**src/rtl/sdb_pkg.sv**
```systemverilog
package sdb_pkg;
  localparam int unsigned SDB_CODE_W = 3;

  typedef struct packed {
    logic                  en;
    logic [SDB_CODE_W-1:0] code;
  } bank_cfg_t;
endpackage

```
**src/rtl/sdb_cfg_regs.sv**
```systemverilog
module sdb_cfg_regs
  import sdb_pkg::*;
#(
  parameter int unsigned NUM_BANKS = 4,
  localparam int unsigned BIDX_W = (NUM_BANKS > 1) ? $clog2(NUM_BANKS) : 1
) (
  input  logic             clk,
  input  logic             rst_n,
  input  logic             we_i,
  input  logic [BIDX_W-1:0] bank_i,
  input  logic             en_i,
  input  logic [SDB_CODE_W-1:0] code_i,
  output bank_cfg_t        cfg_o [NUM_BANKS]
);
  bank_cfg_t cfg_q [NUM_BANKS];
  bank_cfg_t cfg_d [NUM_BANKS];

  always_comb begin
    for (int i = 0; i < NUM_BANKS; i++) begin
      cfg_d[i] = cfg_q[i];
      if (we_i && (int'(bank_i) == i)) begin
        cfg_d[i].en   = en_i;
        cfg_d[i].code = code_i;
      end
    end
  end

  for (genvar g = 0; g < NUM_BANKS; g++) begin : g_reg
    always_ff @(posedge clk or negedge rst_n) begin
      if (!rst_n) begin
        cfg_q[g] <= '0;
      end else if (we_i) begin
        cfg_q[g] <= cfg_d[g];
      end
    end
    assign cfg_o[g] = cfg_q[g];
  end

  // the written bank holds the written value one cycle later
  assert_cfg_store_R2: assert property (@(posedge clk) disable iff (!rst_n)
    (we_i && (int'(bank_i) < NUM_BANKS)) |=>
      (cfg_q[$past(bank_i)].en == $past(en_i)) && (cfg_q[$past(bank_i)].code == $past(code_i)));
endmodule

```
**src/rtl/sdb_base_calc.sv**
```systemverilog
module sdb_base_calc
  import sdb_pkg::*;
#(
  parameter int unsigned NUM_BANKS = 4,
  parameter int unsigned ADDR_W    = 29,
  parameter int unsigned MIN_SHIFT = 24,
  parameter int unsigned MAX_CODE  = 3,
  localparam int unsigned SUM_W    = ADDR_W + 1
) (
  input  logic             clk,
  input  logic             rst_n,
  input  logic             we_i,
  input  bank_cfg_t        cfg_i   [NUM_BANKS],
  output logic             busy_o,
  output logic [SUM_W-1:0] bound_o [NUM_BANKS+1]
);
  logic             busy_q, busy_d;
  logic [SUM_W-1:0] size_c  [NUM_BANKS];
  logic [SUM_W-1:0] bound_d [NUM_BANKS+1];
  logic [SUM_W-1:0] bound_q [NUM_BANKS+1];

  always_comb begin
    for (int i = 0; i < NUM_BANKS; i++) begin
      int unsigned eff;
      eff = (int'(cfg_i[i].code) > int'(MAX_CODE)) ? MAX_CODE : int'(cfg_i[i].code);
      size_c[i] = cfg_i[i].en ? (SUM_W'(1) << (MIN_SHIFT + eff)) : '0;
    end
  end

  always_comb begin
    bound_d[0] = '0;
    for (int i = 0; i < NUM_BANKS; i++) begin
      bound_d[i+1] = bound_d[i] + size_c[i];
    end
  end

  always_comb begin
    busy_d = we_i;
  end

  always_ff @(posedge clk or negedge rst_n) begin
    if (!rst_n) begin
      busy_q <= 1'b0;
    end else begin
      busy_q <= busy_d;
    end
  end

  for (genvar g = 0; g <= NUM_BANKS; g++) begin : g_bound
    always_ff @(posedge clk or negedge rst_n) begin
      if (!rst_n) begin
        bound_q[g] <= '0;
      end else if (busy_q) begin
        bound_q[g] <= bound_d[g];
      end
    end
    assign bound_o[g] = bound_q[g];
  end

  assign busy_o = busy_q;

  // the stacked bounds never decrease from one bank to the next
  for (genvar g = 0; g < NUM_BANKS; g++) begin : g_chk
    assert_bounds_ordered_R6: assert property (@(posedge clk) disable iff (!rst_n)
      bound_q[g+1] >= bound_q[g]);
  end

  // the total never runs past the address space
  assert_total_fits_R2: assert property (@(posedge clk) disable iff (!rst_n)
    bound_q[NUM_BANKS] <= (SUM_W'(1) << ADDR_W));

  // bounds change only in the cycle following a busy cycle
  assert_bounds_stable_R3: assert property (@(posedge clk) disable iff (!rst_n)
    !busy_q |=> $stable(bound_q[NUM_BANKS]));
endmodule

```
**src/rtl/sdb_lookup.sv**
```systemverilog
module sdb_lookup #(
  parameter int unsigned NUM_BANKS = 4,
  parameter int unsigned ADDR_W    = 29,
  localparam int unsigned SUM_W    = ADDR_W + 1
) (
  input  logic                 clk,
  input  logic                 rst_n,
  input  logic                 accept_i,
  input  logic [ADDR_W-1:0]    addr_i,
  input  logic [SUM_W-1:0]     bound_i [NUM_BANKS+1],
  output logic                 valid_o,
  output logic [NUM_BANKS-1:0] sel_o,
  output logic [ADDR_W-1:0]    offset_o,
  output logic                 miss_o
);
  logic [SUM_W-1:0]     addr_ext;
  logic [NUM_BANKS-1:0] hit_c;
  logic [ADDR_W-1:0]    base_c;
  logic [ADDR_W-1:0]    offset_c;
  logic                 miss_c;

  logic                 valid_q, valid_d;
  logic [NUM_BANKS-1:0] sel_q, sel_d;
  logic [ADDR_W-1:0]    offset_q, offset_d;
  logic                 miss_q, miss_d;

  assign addr_ext = {1'b0, addr_i};

  for (genvar g = 0; g < NUM_BANKS; g++) begin : g_hit
    assign hit_c[g] = (addr_ext >= bound_i[g]) && (addr_ext < bound_i[g+1]);
  end

  always_comb begin
    base_c = '0;
    for (int i = 0; i < NUM_BANKS; i++) begin
      if (hit_c[i]) base_c = base_c | bound_i[i][ADDR_W-1:0];
    end
    miss_c   = ~|hit_c;
    offset_c = miss_c ? '0 : (addr_i - base_c);
  end

  always_comb begin
    valid_d  = accept_i;
    sel_d    = sel_q;
    offset_d = offset_q;
    miss_d   = miss_q;
    if (accept_i) begin
      sel_d    = hit_c;
      offset_d = offset_c;
      miss_d   = miss_c;
    end
  end

  always_ff @(posedge clk or negedge rst_n) begin
    if (!rst_n) begin
      valid_q  <= 1'b0;
      sel_q    <= '0;
      offset_q <= '0;
      miss_q   <= 1'b0;
    end else begin
      valid_q  <= valid_d;
      if (accept_i) begin
        sel_q    <= sel_d;
        offset_q <= offset_d;
        miss_q   <= miss_d;
      end
    end
  end

  assign valid_o  = valid_q;
  assign sel_o    = sel_q;
  assign offset_o = offset_q;
  assign miss_o   = miss_q;

  // never more than one bank selected
  assert_sel_onehot_R6: assert property (@(posedge clk) disable iff (!rst_n)
    valid_q |-> $onehot0(sel_q));

  // a miss selects nothing and reports no offset; a hit selects exactly one bank
  assert_miss_nosel_R8: assert property (@(posedge clk) disable iff (!rst_n)
    valid_q |-> (miss_q ? (sel_q == '0 && offset_q == '0) : ($countones(sel_q) == 1)));

  // results hold while no new one is presented
  assert_hold_result_R10: assert property (@(posedge clk) disable iff (!rst_n)
    !valid_q |-> ($stable(sel_q) && $stable(offset_q) && $stable(miss_q)));
endmodule

```
**src/rtl/sdram_bank_map.sv**
```systemverilog
module sdram_bank_map
  import sdb_pkg::*;
#(
  parameter int unsigned NUM_BANKS = 4,
  parameter int unsigned ADDR_W    = 29,
  parameter int unsigned MIN_SHIFT = 24,
  parameter int unsigned MAX_CODE  = 3,
  localparam int unsigned BIDX_W   = (NUM_BANKS > 1) ? $clog2(NUM_BANKS) : 1,
  localparam int unsigned SUM_W    = ADDR_W + 1
) (
  input  logic                  clk,
  input  logic                  rst_n,
  input  logic                  cfg_we,
  input  logic [BIDX_W-1:0]     cfg_bank,
  input  logic                  cfg_en,
  input  logic [SDB_CODE_W-1:0] cfg_size,
  output logic                  busy,
  input  logic                  lk_valid,
  input  logic [ADDR_W-1:0]     lk_addr,
  output logic                  res_valid,
  output logic [NUM_BANKS-1:0]  res_sel,
  output logic [ADDR_W-1:0]     res_offset,
  output logic                  res_miss
);
  bank_cfg_t        cfg_w   [NUM_BANKS];
  logic [SUM_W-1:0] bound_w [NUM_BANKS+1];
  logic             busy_w;
  logic             accept_w;

  sdb_cfg_regs #(.NUM_BANKS(NUM_BANKS)) u_cfg (
    .clk    (clk),
    .rst_n  (rst_n),
    .we_i   (cfg_we),
    .bank_i (cfg_bank),
    .en_i   (cfg_en),
    .code_i (cfg_size),
    .cfg_o  (cfg_w)
  );

  sdb_base_calc #(
    .NUM_BANKS (NUM_BANKS),
    .ADDR_W    (ADDR_W),
    .MIN_SHIFT (MIN_SHIFT),
    .MAX_CODE  (MAX_CODE)
  ) u_base (
    .clk     (clk),
    .rst_n   (rst_n),
    .we_i    (cfg_we),
    .cfg_i   (cfg_w),
    .busy_o  (busy_w),
    .bound_o (bound_w)
  );

  assign accept_w = lk_valid & ~busy_w;

  sdb_lookup #(.NUM_BANKS(NUM_BANKS), .ADDR_W(ADDR_W)) u_look (
    .clk      (clk),
    .rst_n    (rst_n),
    .accept_i (accept_w),
    .addr_i   (lk_addr),
    .bound_i  (bound_w),
    .valid_o  (res_valid),
    .sel_o    (res_sel),
    .offset_o (res_offset),
    .miss_o   (res_miss)
  );

  assign busy = busy_w;

  // a write is followed by a busy cycle, and busy only follows a write
  assert_busy_after_write_R3: assert property (@(posedge clk) disable iff (!rst_n)
    cfg_we |=> busy);
  assert_busy_only_write_R3: assert property (@(posedge clk) disable iff (!rst_n)
    busy |-> $past(cfg_we));

  // a lookup during busy produces no result
  assert_no_accept_busy_R4: assert property (@(posedge clk) disable iff (!rst_n)
    (busy && lk_valid) |=> !res_valid);

  // every result answers a lookup one cycle earlier
  assert_latency_R5: assert property (@(posedge clk) disable iff (!rst_n)
    res_valid |-> ($past(lk_valid) && !$past(busy)));
endmodule

```
**config.mk**
```make
export PLATFORM = sky130hd
export DESIGN_NAME = sdram_bank_map
export DESIGN_NICKNAME = d
export VERILOG_FILES = /design/src/rtl/sdb_pkg.sv /design/src/rtl/sdb_cfg_regs.sv /design/src/rtl/sdb_base_calc.sv /design/src/rtl/sdb_lookup.sv /design/src/rtl/sdram_bank_map.sv
export SDC_FILE = /design/constraint.sdc
export NUM_CORES = 1
export LEC_CHECK = 0
export BUFFER_PORTS_ARGS = -buffer_cell sky130_fd_sc_hd__buf_2
export CORE_UTILIZATION = 33
export CTS_CLUSTER_DIAMETER = 60
export DETAILED_ROUTE_END_ITERATION = 6
export PLACE_DENSITY = 0.46
export SLEW_MARGIN = 10
export SYNTH_ARGS = -nofsm -noshare
export SYNTH_HDL_FRONTEND = slang
export SYNTH_HIERARCHICAL = 1
export SYNTH_SLANG_ARGS = --single-unit
```
**constraint.sdc**
```tcl
create_clock -name clk -period 4.6 [get_ports clk]
set_input_delay 0.46 -clock clk [delete_from_list [all_inputs] [get_ports clk]]
set_output_delay 0.46 -clock clk [all_outputs]
set_load 0.005 [all_outputs]
```
## After elaboration in Yosys (flattened, before gate mapping)

Cells that the tools add are included.

- Memory bits (read-only): 0
- Latch bits: 0
- Memories kept: 0
- Bits in registers: 172
- Memory bits (writable): 0
- Bits of input ports: 39

- Eq/ne operators: 3
- Multiply operators: 0
- Reduce and logical (&&, ||, !) cells: 15
- Divide/modulo/power cells: 0
- Muxes and demuxes: 12
- Add/sub/neg operators: 8
- Bitwise gates (word level): 4
- Shift-type cells: 4
- Magnitude comparators: 12

Operators by type and width:

| kind | number |
|---|---|
| 5-bit by 32-bit adder with 32-bit output (first input constant) | 4 |
| 1-bit by 32-bit left shift with 30-bit output (first input constant) | 4 |
| 29-bit by 30-bit less-than comparator with 1-bit output | 4 |
| 30-bit two-way mux | 4 |
| 29-bit two-way mux | 4 |
| 30-bit adder | 3 |
| 29-bit by 30-bit >= comparator with 1-bit output | 3 |
| 29-bit OR | 2 |
| 29-bit by 1-bit >= comparator with 1-bit output (second input constant) | 1 |
| 29-bit subtractor | 1 |
| 3-bit by 2-bit > comparator with 1-bit output (second input constant) | 4 |
| 3-bit two-way mux | 4 |
| 1-bit logical AND | 8 |
| 2-bit AND reduction | 4 |
| 2-bit == test (second input constant) | 2 |
| 4-bit OR reduction | 1 |
| 2-bit by 1-bit == test with 1-bit output (second input constant) | 1 |
| 2-bit logical NOT | 1 |
| 1-bit bitwise AND | 1 |
| 1-bit logical NOT | 1 |
| 1-bit NOT | 1 |

## Logic depth before layout (Yosys ltp)

Gate-level depths: netlist of the first run.

- Depth after elaboration: 9
- Gate-level depth with buffers: 25

## Cells and area by module

The synthesis of the first run kept the hierarchy.

By module, submodules not included:

| module | cells each | instances | seq. area each (sq um) | area each (sq um) |
|---|---|---|---|---|
| sdb_lookup | 916 | 1 | 875.8 | 7076.8 |
| sdb_base_calc | 268 | 1 | 625.6 | 2553.7 |
| sdb_cfg_regs | 36 | 1 | 400.4 | 619.3 |
| sdram_bank_map | 1 | 1 | 0.0 | 13.8 |

## Worst setup path before layout of the first run

No wires, ideal clock.

- Path type: input to register
- From: in lk_addr[21]
- To: reg u_look.offset_q[28], in the netlist u_look/offset_o[28]
- Buffers on the path: 1
- Required time: 4.466 ns
- Setup time: 0.134 ns
- Path slack: 0.474 ns
- Stages: 18
- Arrival: 3.992 ns
- Cells stage by stage: ha_1 nand4_1 nor4_1 nor2_1 a21oi_1 nor3_1 nor4b_1 clkbuf_1 a222oi_1 a21boi_0 ha_1 and3_1 and3_1 and2_1 a221oi_1 xnor2_1 xnor2_1 o22ai_1

- Longest elaborated chain between the ends: 9
- Elaborated cells on any way between the ends: 20

Ends and longest elaborated chain:

| what | RTL line | source |
|---|---|---|
| start: declaration | sdram_bank_map.sv:19 | `input logic [ADDR_W-1:0] lk_addr,` |
| 29-bit by 30-bit >= comparator with 1-bit output / 29-bit by 30-bit less-than comparator with 1-bit output (equally long branches) | sdb_lookup.sv:30 | `assign hit_c[g] = (addr_ext >= bound_i[g]) && (addr_ext < bound_i[g+1]);` |
| 1-bit logical AND | sdb_lookup.sv:30 |  |
| 29-bit two-way mux | sdb_lookup.sv:36 | `if (hit_c[i]) base_c = base_c \| bound_i[i][ADDR_W-1:0];` |
| 29-bit OR | sdb_lookup.sv:36 |  |
| 29-bit two-way mux | sdb_lookup.sv:36 |  |
| 29-bit OR | sdb_lookup.sv:36 |  |
| 29-bit two-way mux | sdb_lookup.sv:36 |  |
| 29-bit subtractor | sdb_lookup.sv:39 | `offset_c = miss_c ? '0 : (addr_i - base_c);` |
| 29-bit two-way mux (*) | sdb_lookup.sv:39 |  |
| end signal: assignment | sdb_lookup.sv:64 | `offset_q <= offset_d;` |
| end: declaration | sdb_lookup.sv:24 | `logic [ADDR_W-1:0] offset_q, offset_d;` |

Mark *: on every way between the ends. The rest lies on a longest branch, timed or not.
A chain may end at the register's enable or synchronous reset.

## Worst setup path in the final report of the first run

- From: in lk_addr[2]
- To: reg u_look.offset_q[28], in the netlist u_look/offset_o[28]

Same word-level chain as after synthesis.

==> out/metrics.csv, run 1 <==
stage,metric,value,unit
placement,Placer Congestion,0.844,
setup_path,crit-path max FO,6,
grt,busiest grt layer,met2,
synth,"top cells by area, synth","ha_1, dfrtp_1, buf_4",
clock_network,Root Driver,clkbuf_16,
drt,antenna-violating nets left,0,
finish,Post-Layout Cell Count,1723,
setup_path,Worst Setup End Kind,flip-flop,
drt,Post-Route WL,26.6,mm
synth,top cell type's share of synthesized area,23.3,%
clock_network,htree depth,3,
grt,met1 Use GR,24.8,%
finish,layout cells sized above 1,13.9,%
synth,post-synth top area cell,ha_1,
setup_path,Critical Path Max Stage Delay,0.45,ns
grt,initial antenna violation count,0,
drt,DRC Markers,0,
grt,vias in the first global route,7986,
setup_path,Setup crit start,lk_addr[2],
drt,DRT Pass-1 Iters,6,
grt,first-pass GRT wire length,42.9,mm
sta,TNS Setup,0,ns
finish,"commonest non-fill, non-tap cell in the layout",ha_1,
floorplan,core footprint,30600,um^2
synth,Synth async-reset ratio,100,%
placement,placed insts,1706,
worst_hold_path,Hold Startpoint,cfg_we,
placement,port bufs,74,
drt,Vias,8257,
drt,WL/cell,15.4,um
sta,final hold viol count,0,
sta,setup violators final,0,
grt,largest net degree at the start of global routing,55,
setup_path,critical-path cell list,buf_2 -> ha_1 -> nand2_1 -> o21ai_0 -> nand4_1 -> a21oi_1 -> o221ai_1 -> nor4b_2 -> buf_4 -> a222oi_1 -> a21boi_1 -> ha_1 -> and3_1 -> and3_1 -> and2_1 -> a221oi_1 -> xnor2_1 -> xnor2_1 -> o22ai_1,
floorplan,die area,31800,um^2
sta,RSZ-0062 raised after global routing,false,
synth,Ys Warns,6,
finish,fillcell total,3264,
floorplan,# rows,64,
synth,"Seq/Total Area, Yosys",18.5,%
grt,gr usage total,17.6,%
sta,slew margin rel.,40.7,%
synth,Seq cells post-synth,76,
grt,GRT overflow,0,
synth,Synth Instances,1221,
floorplan,Starting Density,33.6,%
setup_path,Critical-path top delay cell,a222oi_1,
sta,Final min period,4.33,ns
setup_path,worst reg2reg path startpoint,u_base/bound_o[84],
grt,GR Layer Usage met3,2.77,%
sta,fin. max-slew vios,0,
clock_network,"Setup Fix Bufs, Post-CTS",0,
finish,"commonest non-fill, non-tap cells in the layout","ha_1, inv_1, conb_1",
sta,highest clock rate,231,MHz
setup_path,CP top delay family,compound AO/OA/AOI/OAI gates,
power_and_ir_drop,Cell Pwr Density,411,nW/um^2
finish,area grow syn2layout,8.69,%
setup_path,CP startpoint kind,primary input,
finish,antenna fix cells,0,
clock_network,Worst-path clk slew,0.06,ns
setup_path,crit path buf inv count,2,
grt,met2 usage,27.8,%
finish,net count reported at finish,1556,
clock_network,sinks on the clock net,76,
outcome,status,completed,
drt,vias per std cell,4.79,
clock_network,CTS Buffer Depth,2,
power_and_ir_drop,Pleak,5.29,nW
setup_path,Worst Setup Path Type,primary input to flip-flop,
clock_network,CTS tree,yes,
setup_path,WP data required,4.79,ns
synth,Mapped Area,10300,um^2
synth,Post-synth EDFFs,0,
synth,average size of a mapped cell,8.41,um^2
placement,hpwl dp,22.2,mm
finish,multi-input logic area,7100,um^2
sta,final period utilization,94.2,%
clock_network,Clock Latency Late Sink,0.35,ns
drt,DR iter-0 viols,454,
floorplan,die width,178,um
sta,Worst Tran Pin Value,0.877,ns
floorplan,I/O pins,75,
sta,Setup Skew,0.0102,ns
floorplan,die height,178,um
synth,"Primary FF master, synth",dfrtp_1,
setup_path,WP data arrival,4.52,ns
clock_network,CTS Buf Count,9,
power_and_ir_drop,Max IR drop VDD,0.169,mV
finish,FF/Latch Area,1900,um^2
synth,Netlist cell types,73,
worst_hold_path,min-delay worst type,primary input to flip-flop,
flow_run,max_cap viols,0,
## final timing paths
path | slack, ns | end | cells past startpoint
hold reg to reg | 0.50 | u_look/offset_o[20] | 2
hold / removal | 0.27 | u_base/busy_o | 1
min in group asynchronous | 0.53 | u_cfg/cfg_o[1] | 2
max in group asynchronous | 3.02 | u_look/offset_o[12] | 3
setup / recovery | 0.27 | u_look/offset_o[28] | 19
setup reg to reg | 0.28 | u_look/offset_o[28] | 17
## layer usage
layer  part of all wire [%]  up-vias
met5                      0        -
met2                     43      140
met3                    3.8       21
met4                    1.5        0
li1                       -     4313
met1                     51     3783
## layout make-up
type | instances | share of cell area, %
Multi-Input combinational cell | 932 | 63.6
Clock buffer | 10 | 2.05
Inverter | 189 | 6.36
Timing Repair Buffer | 114 | 6.06
Tap cell | 396 | 4.44
Sequential cell | 76 | 17.0
Clock inverter | 6 | 0.426
## cell usage after synthesis, drive strengths merged, types with 5 or more instances
cell type,instances
nor2b,22
nor3,11
a222oi,28
mux2,38
a21boi,30
a211oi,12
xor2,12
o22ai,10
nor2,28
nor4bb,5
ha,191
nand2b,14
nand2,41
and3,9
o21ai,56
inv,189
a21o,30
nand4,18
nand3,34
buf,138
xnor2,21
dfrtp,76
nor3b,9
a21oi,92
clkbuf,15
a31oi,9
## worst reg2reg max path, stage by stage, from the launching register on
cell,delay [ns]
dfrtp_1,0.42
inv_1,0.06
ha_1,0.29
nand4_1,0.15
or4_1,0.58
a31oi_1,0.28
buf_4,0.18
a211oi_4,0.06
a222oi_1,0.38
a21boi_1,0.23
ha_1,0.26
and3_1,0.21
and3_1,0.18
and2_1,0.16
a221oi_1,0.31
xnor2_1,0.19
xnor2_1,0.15
o22ai_1,0.09
## registers in the layout (all words and copies together), names as in the netlist
register	cells
u_base/bound_o	24
u_base/busy_o	1
u_cfg/cfg_o	16
u_look/miss_o	1
u_look/offset_o	29
u_look/sel_o	4
u_look/valid_o	1
## logic make-up (layout without fill, tap and decap cells)
group / Yosys count / in the layout / synth area share, %
DFF: 76 / 76 / 18.5
other: 1 / 130 / 0.0365
buffers and inverters: 342 / 319 / 17.3
xor gates and xnor gates: 34 / 34 / 3.04
AOI/OAI and AO/OA: 306 / 306 / 19.8
adders and majority gates: 195 / 195 / 24.1
and+or+nand+nor: 226 / 226 / 12.6
muxes: 41 / 41 / 4.58
## report_power, final
group / switching [mW] / total (mW) / internal, mW
logic: 1.61 / 2.89 / 1.28
registers: 0.144 / 1.03 / 0.890
clock network: 0.301 / 0.670 / 0.369
## what timing repair did
action                                 in CTS  in global routing
endpoints found under the hold margin      22                  0
gates resized for setup                     0                  3
hold buffers                                1                  0
setup endpoints to repair                   0                  2
## per-stage QoR
step           worst slack, ns  instance area, um^2  hold slack, ns  utilization (%)  total power [mW]
6_report                 0.269                11200           0.266             36.5              4.59
5_1_grt               0.000716                11200           0.259             36.5              5.05
4_1_cts                  0.302                11100           0.252             36.4              4.57
3_5_place_dp           -0.0657                10900           0.377             35.5              3.87
3_3_place_gp           -0.0335                10900           0.380             35.5              3.86
2_1_floorplan            0.474                10700           0.164                -              3.08
(Power assumes the default switching activity.)
==> run 2, diff against run 1 <==
--- a/config.mk
+++ b/config.mk
@@ -6,6 +6,7 @@
 export NUM_CORES = 1
 export LEC_CHECK = 0
 export BUFFER_PORTS_ARGS = -buffer_cell sky130_fd_sc_hd__buf_2
+export CORE_ASPECT_RATIO = 1.1
 export CORE_UTILIZATION = 33
 export CTS_CLUSTER_DIAMETER = 60
 export DETAILED_ROUTE_END_ITERATION = 6
==> out/metrics.csv, run 2 (same netlist as run 1, synthesis figures left out) <==
stage,metric,value,unit,change
outcome,status,completed,,unchanged
sta,setup slack after layout,0.312,ns,was 0.269 ns
drt,DRC Markers,0,,unchanged
grt,vias in the first global route,8201,,"was 7,986"
setup_path,Worst Setup End Kind,flip-flop,,unchanged
grt,first-pass GRT wire length,44.1,mm,was 42.9 mm
sta,highest clock rate,233,MHz,was 231 MHz
placement,Placer Congestion,0.847,,was 0.844
finish,net count reported at finish,1554,,"was 1,556"
sta,slew margin rel.,31.4,%,was 40.7%
drt,DRT Pass-1 Iters,7,,was 6
sta,TNS Setup,0,ns,unchanged
setup_path,worst reg2reg path startpoint,u_base/bound_o[55],,was u_base/bound_o[84]
setup_path,r2r worst-path depth,20,,was 17
clock_network,sinks on the clock net,76,,unchanged
power_and_ir_drop,Internal,2.65,mW,was 2.54 mW
drt,vias per std cell,4.81,,was 4.79
clock_network,CTS Buffer Depth,2,,unchanged
placement,placed insts,1723,,"was 1,706"
sta,Hold Slack,0.257,ns,was 0.266 ns
grt,gr usage total,17.7,%,was 17.6%
setup_path,Worst path depth,20,,was 19
setup_path,critical-path cell list,inv_1 -> ha_1 -> a21oi_1 -> o21ai_0 -> nand2b_1 -> nor3b_1 -> buf_4 -> nor3_1 -> nor4b_2 -> buf_4 -> a222oi_1 -> a21boi_0 -> ha_1 -> and3_1 -> and3_1 -> and2_1 -> a221oi_1 -> xnor2_1 -> xnor2_1 -> o22ai_1,,was buf_2 -> ha_1 -> nand2_1 -> o21ai_0 -> nand4_1 -> a21oi_1 -> o221ai_1 -> nor4b_2 -> buf_4 -> a222oi_1 -> a21boi_1 -> ha_1 -> and3_1 -> and3_1 -> and2_1 -> a221oi_1 -> xnor2_1 -> xnor2_1 -> o22ai_1
sta,Final min period,4.29,ns,was 4.33 ns
setup_path,Worst Setup Path Type,flip-flop to flip-flop,,was primary input to flip-flop
power_and_ir_drop,Cell Pwr Density,419,nW/um^2,was 411 nW/um^2
finish,fillcell total,3266,,"was 3,264"
drt,Post-Route WL,27.2,mm,was 26.6 mm
setup_path,Critical Path Max Stage Delay,0.39,ns,was 0.45 ns
drt,DR iter-0 viols,427,,was 454
setup_path,Setup crit start,u_base/bound_o[55],,was lk_addr[2]
finish,"commonest non-fill, non-tap cell in the layout",ha_1,,unchanged
placement,port bufs,74,,unchanged
sta,final hold viol count,0,,unchanged
floorplan,I/O pins,75,,unchanged
floorplan,# rows,67,,was 64
sta,Worst Tran Pin Value,1.03,ns,was 0.877 ns
flow_run,max_cap viols,0,,unchanged
power_and_ir_drop,switching power,2.05,mW,about the same
setup_path,worst setup path end,u_look/offset_o[28],,unchanged
clock_network,"Setup Fix Bufs, Post-CTS",0,,unchanged
setup_path,r2r setup slk,0.31,ns,was 0.28 ns
drt,Vias,8363,,"was 8,257"
clock_network,Root Driver,clkbuf_16,,unchanged
clock_network,Clock Latency Late Sink,0.35,ns,about the same
power_and_ir_drop,sequential power share,22.0,%,was 22.5%
sta,setup violators final,0,,unchanged
floorplan,die width,170,um,was 178 um
floorplan,die area,31800,um^2,about the same
clock_network,htree depth,3,,unchanged
setup_path,CP startpoint kind,flip-flop,,was primary input
power_and_ir_drop,Comb pwr share,61.1,%,was 62.9%
finish,"commonest non-fill, non-tap cells in the layout","ha_1, inv_1, conb_1",,unchanged
floorplan,Starting Density,33.6,%,about the same
power_and_ir_drop,Sw Share,43.7,%,was 44.7%
sta,Setup Skew,0.0127,ns,was 0.0102 ns
drt,WL/cell,15.6,um,was 15.4 um
setup_path,FF-to-FF End,u_look/offset_o[28],,unchanged
finish,area grow syn2layout,9.14,%,was 8.69%
clock_network,CTS Buf Count,9,,unchanged
finish,layout cells sized above 1,13.9,%,about the same
sta,RSZ-0062 raised after global routing,false,,unchanged
setup_path,CP top delay family,compound AO/OA/AOI/OAI gates,,unchanged
floorplan,die height,187,um,was 178 um
power_and_ir_drop,Clk pwr share,17.0,%,was 14.6%
setup_path,Critical-path top delay cell,dfrtp_1,,was a222oi_1
grt,initial antenna violation count,0,,unchanged
setup_path,crit path buf inv count,3,,was 2
sta,final period utilization,93.2,%,was 94.2%
setup_path,crit-path max FO,6,,unchanged
grt,GRT overflow,0,,unchanged
finish,Largest register FFs,29,,unchanged
power_and_ir_drop,Max IR drop VDD,0.196,mV,was 0.169 mV
drt,antenna-violating nets left,0,,unchanged
power_and_ir_drop,Pleak,5.32,nW,was 5.29 nW
grt,largest net degree at the start of global routing,77,,was 55
clock_network,CTS tree,yes,,unchanged
sta,fin. max-slew vios,0,,unchanged
finish,antenna fix cells,0,,unchanged
worst_hold_path,min-delay worst type,primary input to async pin,,was primary input to flip-flop
finish,Post-Layout Cell Count,1739,,"was 1,723"
clock_network,Worst-path clk slew,0.07,ns,was 0.06 ns
floorplan,core footprint,30500,um^2,"was 30,600 um^2"
placement,setup slack at placement,-0.0150,ns,was -0.0657 ns
setup_path,WP data required,4.79,ns,about the same
setup_path,WP data arrival,4.48,ns,was 4.52 ns
placement,hpwl dp,22.6,mm,was 22.2 mm
-- run 2: power by group through the flow --
stage | Combinational, mW | Sequential, mW | Clock [mW]
finish | 2.87 | 1.03 | 0.797
global route | 3.22 | 1.07 | 0.844
detailed placement | 2.81 | 1.05 | 0
global placement | 2.80 | 1.05 | 0
floorplan | 2.06 | 1.02 | 0
CTS | 2.83 | 1.04 | 0.822
-- run 2: worst min path at each step --
stage                    startpoint  cells after the start  slack, ns             endpoint
floorplan                     rst_n                      0       0.16  u_base/bound_o[114]
global placement    u_look/sel_o[1]                      1       0.49      u_look/sel_o[1]
detailed placement  u_look/sel_o[2]                      1       0.50      u_look/sel_o[2]
CTS                          cfg_we                      1       0.26        u_base/busy_o
global route                 cfg_we                      1       0.28        u_base/busy_o
finish                        rst_n                      1       0.26   u_base/bound_o[26]
-- run 2: timing repair --
item | CTS | global route
endpoints found under the setup margin | 0 | 2
hold buffers | 0 | 0
resized for setup | 0 | 1
-- run 2: layout make-up --
type                    instances  area, um^2  share of cell area (%)
clock buffers                   9         225                    2.01
repair buffers                112         658                    5.88
well taps                     414         518                    4.62
inverters                     189         709                    6.33
flip-flops and latches         76        1900                    17.0
clock inverters                 7        97.6                   0.871
multi-input cells             932        7090                    63.3
-- run 2: routing by layer --
metal | vias to the layer above | routed length, um | share of wire, % | global-route usage [%]
met1 | 3895 | 13400 | 49 | 23.9
met5 | - | 0 | 0 | 0
met4 | 0 | 229 | 0.84 | 2.63
li1 | 4304 | - | - | -
met2 | 152 | 12800 | 47 | 30.4
met3 | 12 | 823 | 3.0 | 1.95
-- run 2: per-stage QoR --
| stage | util [%] | cell area (um^2) | power (mW) |
|---|---|---|---|
| floorplan | - | 10700 | 3.08 |
| global placement | 35.6 | 10900 | 3.85 |
| detailed placement | 35.6 | 10900 | 3.86 |
| CTS | 36.7 | 11200 | 4.69 |
| global route | 36.7 | 11200 | 5.14 |
| finish | 36.7 | 11200 | 4.70 |
